## config.mk

```make
export PLATFORM = sky130hd
export DESIGN_NAME = offload_replay
export DESIGN_NICKNAME = d
export VERILOG_FILES = /design/src/rtl/offload_pkg.sv /design/src/rtl/offload_regfile.sv /design/src/rtl/offload_byte_pick.sv /design/src/rtl/offload_seq.sv /design/src/rtl/offload_replay.sv
export SDC_FILE = /design/constraint.sdc
export NUM_CORES = 1
export LEC_CHECK = 0
export BUFFER_PORTS_ARGS = -buffer_cell sky130_fd_sc_hd__buf_4
export CAP_MARGIN = 15
export CELL_PAD_IN_SITES_DETAIL_PLACEMENT = 1
export CELL_PAD_IN_SITES_GLOBAL_PLACEMENT = 2
export CORE_MARGIN = 4
export CORE_UTILIZATION = 53
export CTS_BUF_LIST = sky130_fd_sc_hd__clkbuf_8
export CTS_CLUSTER_SIZE = 10
export DETAILED_ROUTE_END_ITERATION = 10
export GPL_ROUTABILITY_DRIVEN = 0
export HOLD_SLACK_MARGIN = 0.03
export PLACE_DENSITY = 0.85
export SYNTH_ARGS = -nofsm -noshare
export SYNTH_HDL_FRONTEND = slang
export SYNTH_SLANG_ARGS = --single-unit
export TNS_END_PERCENT = 10
```

## constraint.sdc

```tcl
create_clock -name clk -period 8.7 [get_ports clk]
set_input_delay 1.74 -clock clk [delete_from_list [all_inputs] [get_ports clk]]
set_output_delay 1.74 -clock clk [all_outputs]
set_load 0.01 [all_outputs]
```

## src/rtl/offload_pkg.sv

```systemverilog
package offload_pkg;

    // Command word field positions decoded by the sequencer.
    localparam int CMD_RNW_BIT = 0;
    localparam int CMD_LEN_LSB = 8;
    localparam int CMD_LEN_W   = 12;

    // Write-port store select encodings.
    localparam logic MEM_SEL_CMD  = 1'b0;
    localparam logic MEM_SEL_DATA = 1'b1;

    typedef enum logic [1:0] {
        ST_IDLE = 2'd0,
        ST_CMD  = 2'd1,
        ST_DATA = 2'd2
    } seq_state_e;

endpackage

```

## src/rtl/offload_regfile.sv

```systemverilog
module offload_regfile #(
    parameter int DEPTH  = 16,
    parameter int WIDTH  = 32,
    localparam int AW    = $clog2(DEPTH)
) (
    input  logic             clk,
    input  logic             rst_n,
    input  logic             wr_en,
    input  logic [AW-1:0]    wr_addr,
    input  logic [WIDTH-1:0] wr_data,
    input  logic [AW-1:0]    rd_addr,
    output logic [WIDTH-1:0] rd_data
);

    logic [WIDTH-1:0] mem_d [DEPTH];
    logic [WIDTH-1:0] mem_q [DEPTH];

    always_comb begin
        for (int i = 0; i < DEPTH; i++) begin
            mem_d[i] = mem_q[i];
        end
        if (wr_en) begin
            mem_d[wr_addr] = wr_data;
        end
    end

    always_ff @(posedge clk or negedge rst_n) begin
        if (!rst_n) begin
            for (int i = 0; i < DEPTH; i++) begin
                mem_q[i] <= '0;
            end
        end else begin
            for (int i = 0; i < DEPTH; i++) begin
                mem_q[i] <= mem_d[i];
            end
        end
    end

    assign rd_data = mem_q[rd_addr];

endmodule

```

## src/rtl/offload_byte_pick.sv

```systemverilog
module offload_byte_pick #(
    parameter int WORD_W  = 32,
    localparam int LANES  = WORD_W / 8,
    localparam int BSW    = (LANES > 1) ? $clog2(LANES) : 1
) (
    input  logic [WORD_W-1:0] word,
    input  logic [BSW-1:0]    lane_sel,
    output logic [7:0]        byte_out
);

    logic [7:0] lanes [LANES];

    for (genvar g = 0; g < LANES; g++) begin : g_lane
        assign lanes[g] = word[g*8 +: 8];
    end

    assign byte_out = lanes[lane_sel];

endmodule

```

## src/rtl/offload_seq.sv

```systemverilog
module offload_seq
    import offload_pkg::*;
#(
    parameter int DEPTH  = 16,
    parameter int CNT_W  = 4,
    parameter int LEN_W  = 12,
    parameter int WORD_W = 32,
    localparam int AW    = $clog2(DEPTH),
    localparam int LANES = WORD_W / 8,
    localparam int BSW   = (LANES > 1) ? $clog2(LANES) : 1
) (
    input  logic             clk,
    input  logic             rst_n,
    input  logic             trigger,
    input  logic             mode_offload,
    input  logic [CNT_W-1:0] cfg_count,
    input  logic             cmd_ready,
    input  logic             cmd_is_read,
    input  logic [LEN_W-1:0] cmd_len,
    input  logic             sdo_ready,
    output logic [AW-1:0]    cmd_idx,
    output logic [AW-1:0]    dat_idx,
    output logic [BSW-1:0]   byte_sel,
    output logic             cmd_valid,
    output logic             sdo_valid,
    output logic             busy,
    output logic             done
);

    localparam logic [BSW-1:0] LANE_LAST = BSW'(LANES - 1);

    typedef struct packed {
        seq_state_e       st;
        logic [CNT_W-1:0] idx;
        logic [AW-1:0]    dptr;
        logic [CNT_W-1:0] cnt;
        logic [LEN_W-1:0] rem;
        logic [BSW-1:0]   bsel;
        logic             done;
    } seq_reg_t;

    seq_reg_t q, d;
    logic     last_cmd;

    assign last_cmd = (q.idx == q.cnt - CNT_W'(1));

    always_comb begin
        d      = q;
        d.done = 1'b0;
        unique case (q.st)
            ST_IDLE: begin
                if (trigger && mode_offload && (cfg_count != '0)) begin
                    d.st   = ST_CMD;
                    d.idx  = '0;
                    d.dptr = '0;
                    d.cnt  = cfg_count;
                end
            end
            ST_CMD: begin
                if (cmd_ready) begin
                    if (!cmd_is_read && (cmd_len != '0)) begin
                        d.st   = ST_DATA;
                        d.rem  = cmd_len;
                        d.bsel = '0;
                    end else if (last_cmd) begin
                        d.st   = ST_IDLE;
                        d.done = 1'b1;
                        d.idx  = '0;
                        d.dptr = '0;
                    end else begin
                        d.idx = q.idx + CNT_W'(1);
                    end
                end
            end
            ST_DATA: begin
                if (sdo_ready) begin
                    d.rem = q.rem - LEN_W'(1);
                    if ((q.bsel == LANE_LAST) || (q.rem == LEN_W'(1))) begin
                        d.dptr = q.dptr + AW'(1);
                        d.bsel = '0;
                    end else begin
                        d.bsel = q.bsel + BSW'(1);
                    end
                    if (q.rem == LEN_W'(1)) begin
                        if (last_cmd) begin
                            d.st   = ST_IDLE;
                            d.done = 1'b1;
                            d.idx  = '0;
                            d.dptr = '0;
                        end else begin
                            d.st  = ST_CMD;
                            d.idx = q.idx + CNT_W'(1);
                        end
                    end
                end
            end
            default: d.st = ST_IDLE;
        endcase
    end

    always_ff @(posedge clk or negedge rst_n) begin
        if (!rst_n) begin
            q <= '{st: ST_IDLE, default: '0};
        end else begin
            q <= d;
        end
    end

    assign cmd_idx   = AW'(q.idx);
    assign dat_idx   = q.dptr;
    assign byte_sel  = q.bsel;
    assign cmd_valid = (q.st == ST_CMD);
    assign sdo_valid = (q.st == ST_DATA);
    assign busy      = (q.st != ST_IDLE);
    assign done      = q.done;

endmodule

```

## src/rtl/offload_replay.sv

```systemverilog
module offload_replay
    import offload_pkg::*;
#(
    parameter int DEPTH  = 16,
    parameter int WORD_W = 32,
    parameter int CNT_W  = 4,
    localparam int AW    = $clog2(DEPTH),
    localparam int LANES = WORD_W / 8,
    localparam int BSW   = (LANES > 1) ? $clog2(LANES) : 1
) (
    input  logic              clk,
    input  logic              rst_n,
    input  logic              cfg_offload,
    input  logic [CNT_W-1:0]  cfg_count,
    input  logic              mem_wr_en,
    input  logic              mem_sel,
    input  logic [AW-1:0]     mem_addr,
    input  logic [WORD_W-1:0] mem_data,
    input  logic              trigger,
    output logic              cmd_valid,
    input  logic              cmd_ready,
    output logic [WORD_W-1:0] cmd_word,
    output logic              sdo_valid,
    input  logic              sdo_ready,
    output logic [7:0]        sdo_byte,
    output logic              busy,
    output logic              done
);

    logic [AW-1:0]     cmd_idx;
    logic [AW-1:0]     dat_idx;
    logic [BSW-1:0]    byte_sel;
    logic [WORD_W-1:0] dat_word;
    logic              cmd_we;
    logic              dat_we;

    assign cmd_we = mem_wr_en && (mem_sel == MEM_SEL_CMD);
    assign dat_we = mem_wr_en && (mem_sel == MEM_SEL_DATA);

    offload_regfile #(.DEPTH(DEPTH), .WIDTH(WORD_W)) u_cmd_store (
        .clk     (clk),
        .rst_n   (rst_n),
        .wr_en   (cmd_we),
        .wr_addr (mem_addr),
        .wr_data (mem_data),
        .rd_addr (cmd_idx),
        .rd_data (cmd_word)
    );

    offload_regfile #(.DEPTH(DEPTH), .WIDTH(WORD_W)) u_dat_store (
        .clk     (clk),
        .rst_n   (rst_n),
        .wr_en   (dat_we),
        .wr_addr (mem_addr),
        .wr_data (mem_data),
        .rd_addr (dat_idx),
        .rd_data (dat_word)
    );

    offload_byte_pick #(.WORD_W(WORD_W)) u_pick (
        .word     (dat_word),
        .lane_sel (byte_sel),
        .byte_out (sdo_byte)
    );

    offload_seq #(
        .DEPTH  (DEPTH),
        .CNT_W  (CNT_W),
        .LEN_W  (CMD_LEN_W),
        .WORD_W (WORD_W)
    ) u_seq (
        .clk          (clk),
        .rst_n        (rst_n),
        .trigger      (trigger),
        .mode_offload (cfg_offload),
        .cfg_count    (cfg_count),
        .cmd_ready    (cmd_ready),
        .cmd_is_read  (cmd_word[CMD_RNW_BIT]),
        .cmd_len      (cmd_word[CMD_LEN_LSB +: CMD_LEN_W]),
        .sdo_ready    (sdo_ready),
        .cmd_idx      (cmd_idx),
        .dat_idx      (dat_idx),
        .byte_sel     (byte_sel),
        .cmd_valid    (cmd_valid),
        .sdo_valid    (sdo_valid),
        .busy         (busy),
        .done         (done)
    );

endmodule

```

==> impl_metrics.json <==
{
  "syn_area_mm2": 0.0478,
  "async_reset_ff_frac": 1.00,
  "wl_mm": 130,
  "relSlewSlack": 0.241,
  "critPathMaxStageDelay_ns": 0.89,
  "grt_pass1_vias": 31100,
  "synth_top_family_by_area": "multiplexers",
  "synth-xor-area-share": 0.00220,
  "min_period_ns": 6.00,
  "yosys-top-cells-area": "dfrtp_1 (55%), mux2_2 (24%), mux4_2 (15%)",
  "synth_seq_cells": 1053,
  "rr_worst_depth": 9,
  "cts_root_buffer": "clkbuf_8",
  "track_usage": 0.282,
  "area_growth_pct": 11.5,
  "fin_hold_ws_ns": 0.482,
  "synth_compound_gate_area_share": 0.0111,
  "startpoint_type": "register",
  "placed_cell_area_mm2": 0.0495,
  "cts_resized": 0,
  "synth_nets": 3009,
  "pin_count": 92,
  "hold-path-endpoint": "u_seq.q[4]",
  "cts.sinks": 1053,
  "drt-initial-drc-count": 1912,
  "finalInstanceArea_mm2": 0.0533,
  "tightest_slew_ns": 1.14,
  "cts_max_level": 4,
  "dp.cells": 3982,
  "worstPathCellList": "buf_4, mux4_2, mux4_2, mux4_2, buf_4",
  "hold_start": "u_seq.q[4]",
  "hp-class": "reg2reg",
  "timing.rr.end": "u_seq.dat_idx[0]",
  "grt_overflow_total": 0,
  "die_y_um": 308,
  "dieArea_mm2": 0.0950,
  "critPathBufInv": 2,
  "synthAdderAreaFrac": 0.00262,
  "fin_nets": 3053,
  "final_cells": 4299,
  "syn_avg_cell_area_um2": 16.2,
  "final_common_cell": "dfrtp_1",
  "syn_inst": 2951,
  "cts_setup_buffers": 0,
  "drtAntennaViolNets": 0,
  "outcome": "finished, final reports clean",
  "synth-edff-count": 0,
  "fp.coreArea_mm2": 0.0889,
  "place_ws_ns": 3.57,
  "p_per_area_mw_per_mm2": 254,
  "rsz0062_at_grt": "false",
  "hpwl_mm": 76.2,
  "hold_violations": 0,
  "rr_startpoint": "u_seq.cmd_idx[0]",
  "hold_buffers": 0,
  "synth_largest_area_cell": "dfrtp_1",
  "critPathKind": "reg2out",
  "cts_buffers": 176,
  "leakage_uw": 0.0236,
  "crit_top_cell": "mux4_2",
  "required_ns": 6.96,
  "wl_per_cell_um": 30.3,
  "fmax_ghz": 0.167,
  "yosysWarnings": 0,
  "fp-row-count": 109,
  "firstDrtPassIters": 5,
  "drc": 0,
  "routed_via_density": 6.32,
  "worst_path_max_delay_cell": "dfrtp_4",
  "synth_top_area_share": 0.552,
  "die_w_um": 308,
  "synthSimpleGateAreaFrac": 0.0160,
  "final_cell_mix": "dfrtp_1 (1045), mux2_2 (1028), mux4_2 (316), clkbuf_8 (238), buf_4 (142)",
  "crit_fanout": 52,
  "drv_cap": 0,
  "synth_ff_type": "dfrtp_1",
  "worstSetupEndpointType": "output pin",
  "synthDistinctLibCells": 52,
  "start_util": 0.537,
  "insertion_delay_ns": 0.85,
  "arrival_ns": 4.26,
  "cts_buffer_depth": 3,
  "ys_seq_area_frac": 0.552,
  "grt_pass1_wl_mm": 199,
  "fin_skew_ns": 0.0358,
  "setup_viol": 0,
  "cts_tree": "done",
  "port_buffers": 91,
  "clkSlewWorstSetupHoldPaths_ns": 0.06,
  "hold_depth": 2,
  "fin_crit_sh": 0.690,
  "drive_above_1_share": 0.578,
  "worst_slack_ns": 2.70,
  "grt_max_degree": 175,
  "vias": 27200,
  "cpLargestDelayFamily": "multiplexers",
  "fin_setup_tns_ns": 0,
  "max-vdd-ir-drop_uv": 186,
  "synthMuxAreaShare": 0.392,
  "grt_antenna_before_repair": 11,
  "drv_slew": 0,
  "r2r_slack_ns": 3.92
}
-- stage by stage --
step / util / power, uW
after global placement: 0.557 / 8760
after floorplan: - / 8140
after global routing: 0.599 / 14200
final: 0.599 / 13500
after detailed placement: 0.557 / 9010
after CTS: 0.599 / 13600
-- power by group --
| part | leakage [uW] | internal [uW] | total [uW] | switching [uW] |
|---|---|---|---|---|
| sequential | 0.0135 | 5850 | 6420 | 570 |
| clock | 0.00209 | 2580 | 4600 | 2020 |
| combinational | 0.00799 | 1480 | 2480 | 1000 |
-- worst min-delay path: cells and delay by family, from the launching register on --
family / cells / cell delay, ns
AOI/OAI and AO/OA: 1 / 0.06
and+or+nand+nor: 1 / 0.05
DFF: 1 / 0.34
-- cell usage after synthesis (2+ instances only) --
master,count
dfrtp_1,1053
mux2_2,1028
mux4_2,316
clkbuf_1,214
buf_1,57
nand2_1,53
nor2_1,29
o21ai_0,28
a22oi_1,20
inv_1,12
nor3_1,12
ha_1,10
nand2b_1,10
o31ai_1,9
nand3_1,8
nor2b_1,7
xnor2_1,7
a21oi_1,6
buf_2,6
mux2i_1,5
nand4_1,5
xor2_1,5
and2_1,4
nor4_1,4
a21o_1,3
buf_6,3
nor3b_1,3
or2_2,3
a31oi_1,2
buf_4,2
nand2_2,2
nor4_2,2
o2bb2ai_1,2
or3_1,2
or4_1,2
-- registers in the layout (all words and copies together), names as in the netlist --
signal	count
u_seq.cmd_idx	4
u_seq.byte_sel	2
u_cmd_store.mem_q	512
u_seq.done	1
u_seq.dat_idx	4
u_dat_store.mem_q	512
u_seq.q	18
-- routing by layer --
layer  track usage  share of wire  vias up
met1         0.378           0.42    15100
met5             0        0.00033        -
met3        0.0538          0.049      236
met2         0.471           0.50      700
li1              -              -    11100
met4        0.0886          0.026        8
-- worst max path at each step --
stage,to,start,cells past startpoint
5_1_grt,sdo_byte[1],u_seq.dat_idx[1],5
3_5_place_dp,sdo_byte[1],u_seq.dat_idx[1],5
6_report,sdo_byte[1],u_seq.dat_idx[1],5
2_1_floorplan,sdo_byte[7],u_seq.dat_idx[0],6
4_1_cts,sdo_byte[1],u_seq.dat_idx[1],5
3_3_place_gp,sdo_byte[5],u_seq.dat_idx[1],5
-- logic make-up after synthesis --
group / count (synthesis)
multiplexers: 1349
AO/OA/AOI/OAI: 80
flip-flops: 1053
buffers and inverters: 295
AND/OR/NAND/NOR: 152
XOR/XNOR: 12
adder cells (fa/ha/maj): 10
-- area by class of cell --
cell class / count / area (um^2)
fillers: 7843 / 35600
flip-flops and latches: 1053 / 26400
multi-input cells: 1603 / 20400
clock buffers: 238 / 3280
well taps: 1165 / 1460
repair buffers: 148 / 1180
clock inverters: 74 / 484
inverters: 13 / 48.8
diodes: 5 / 12.5
(Power assumes the default switching activity.)
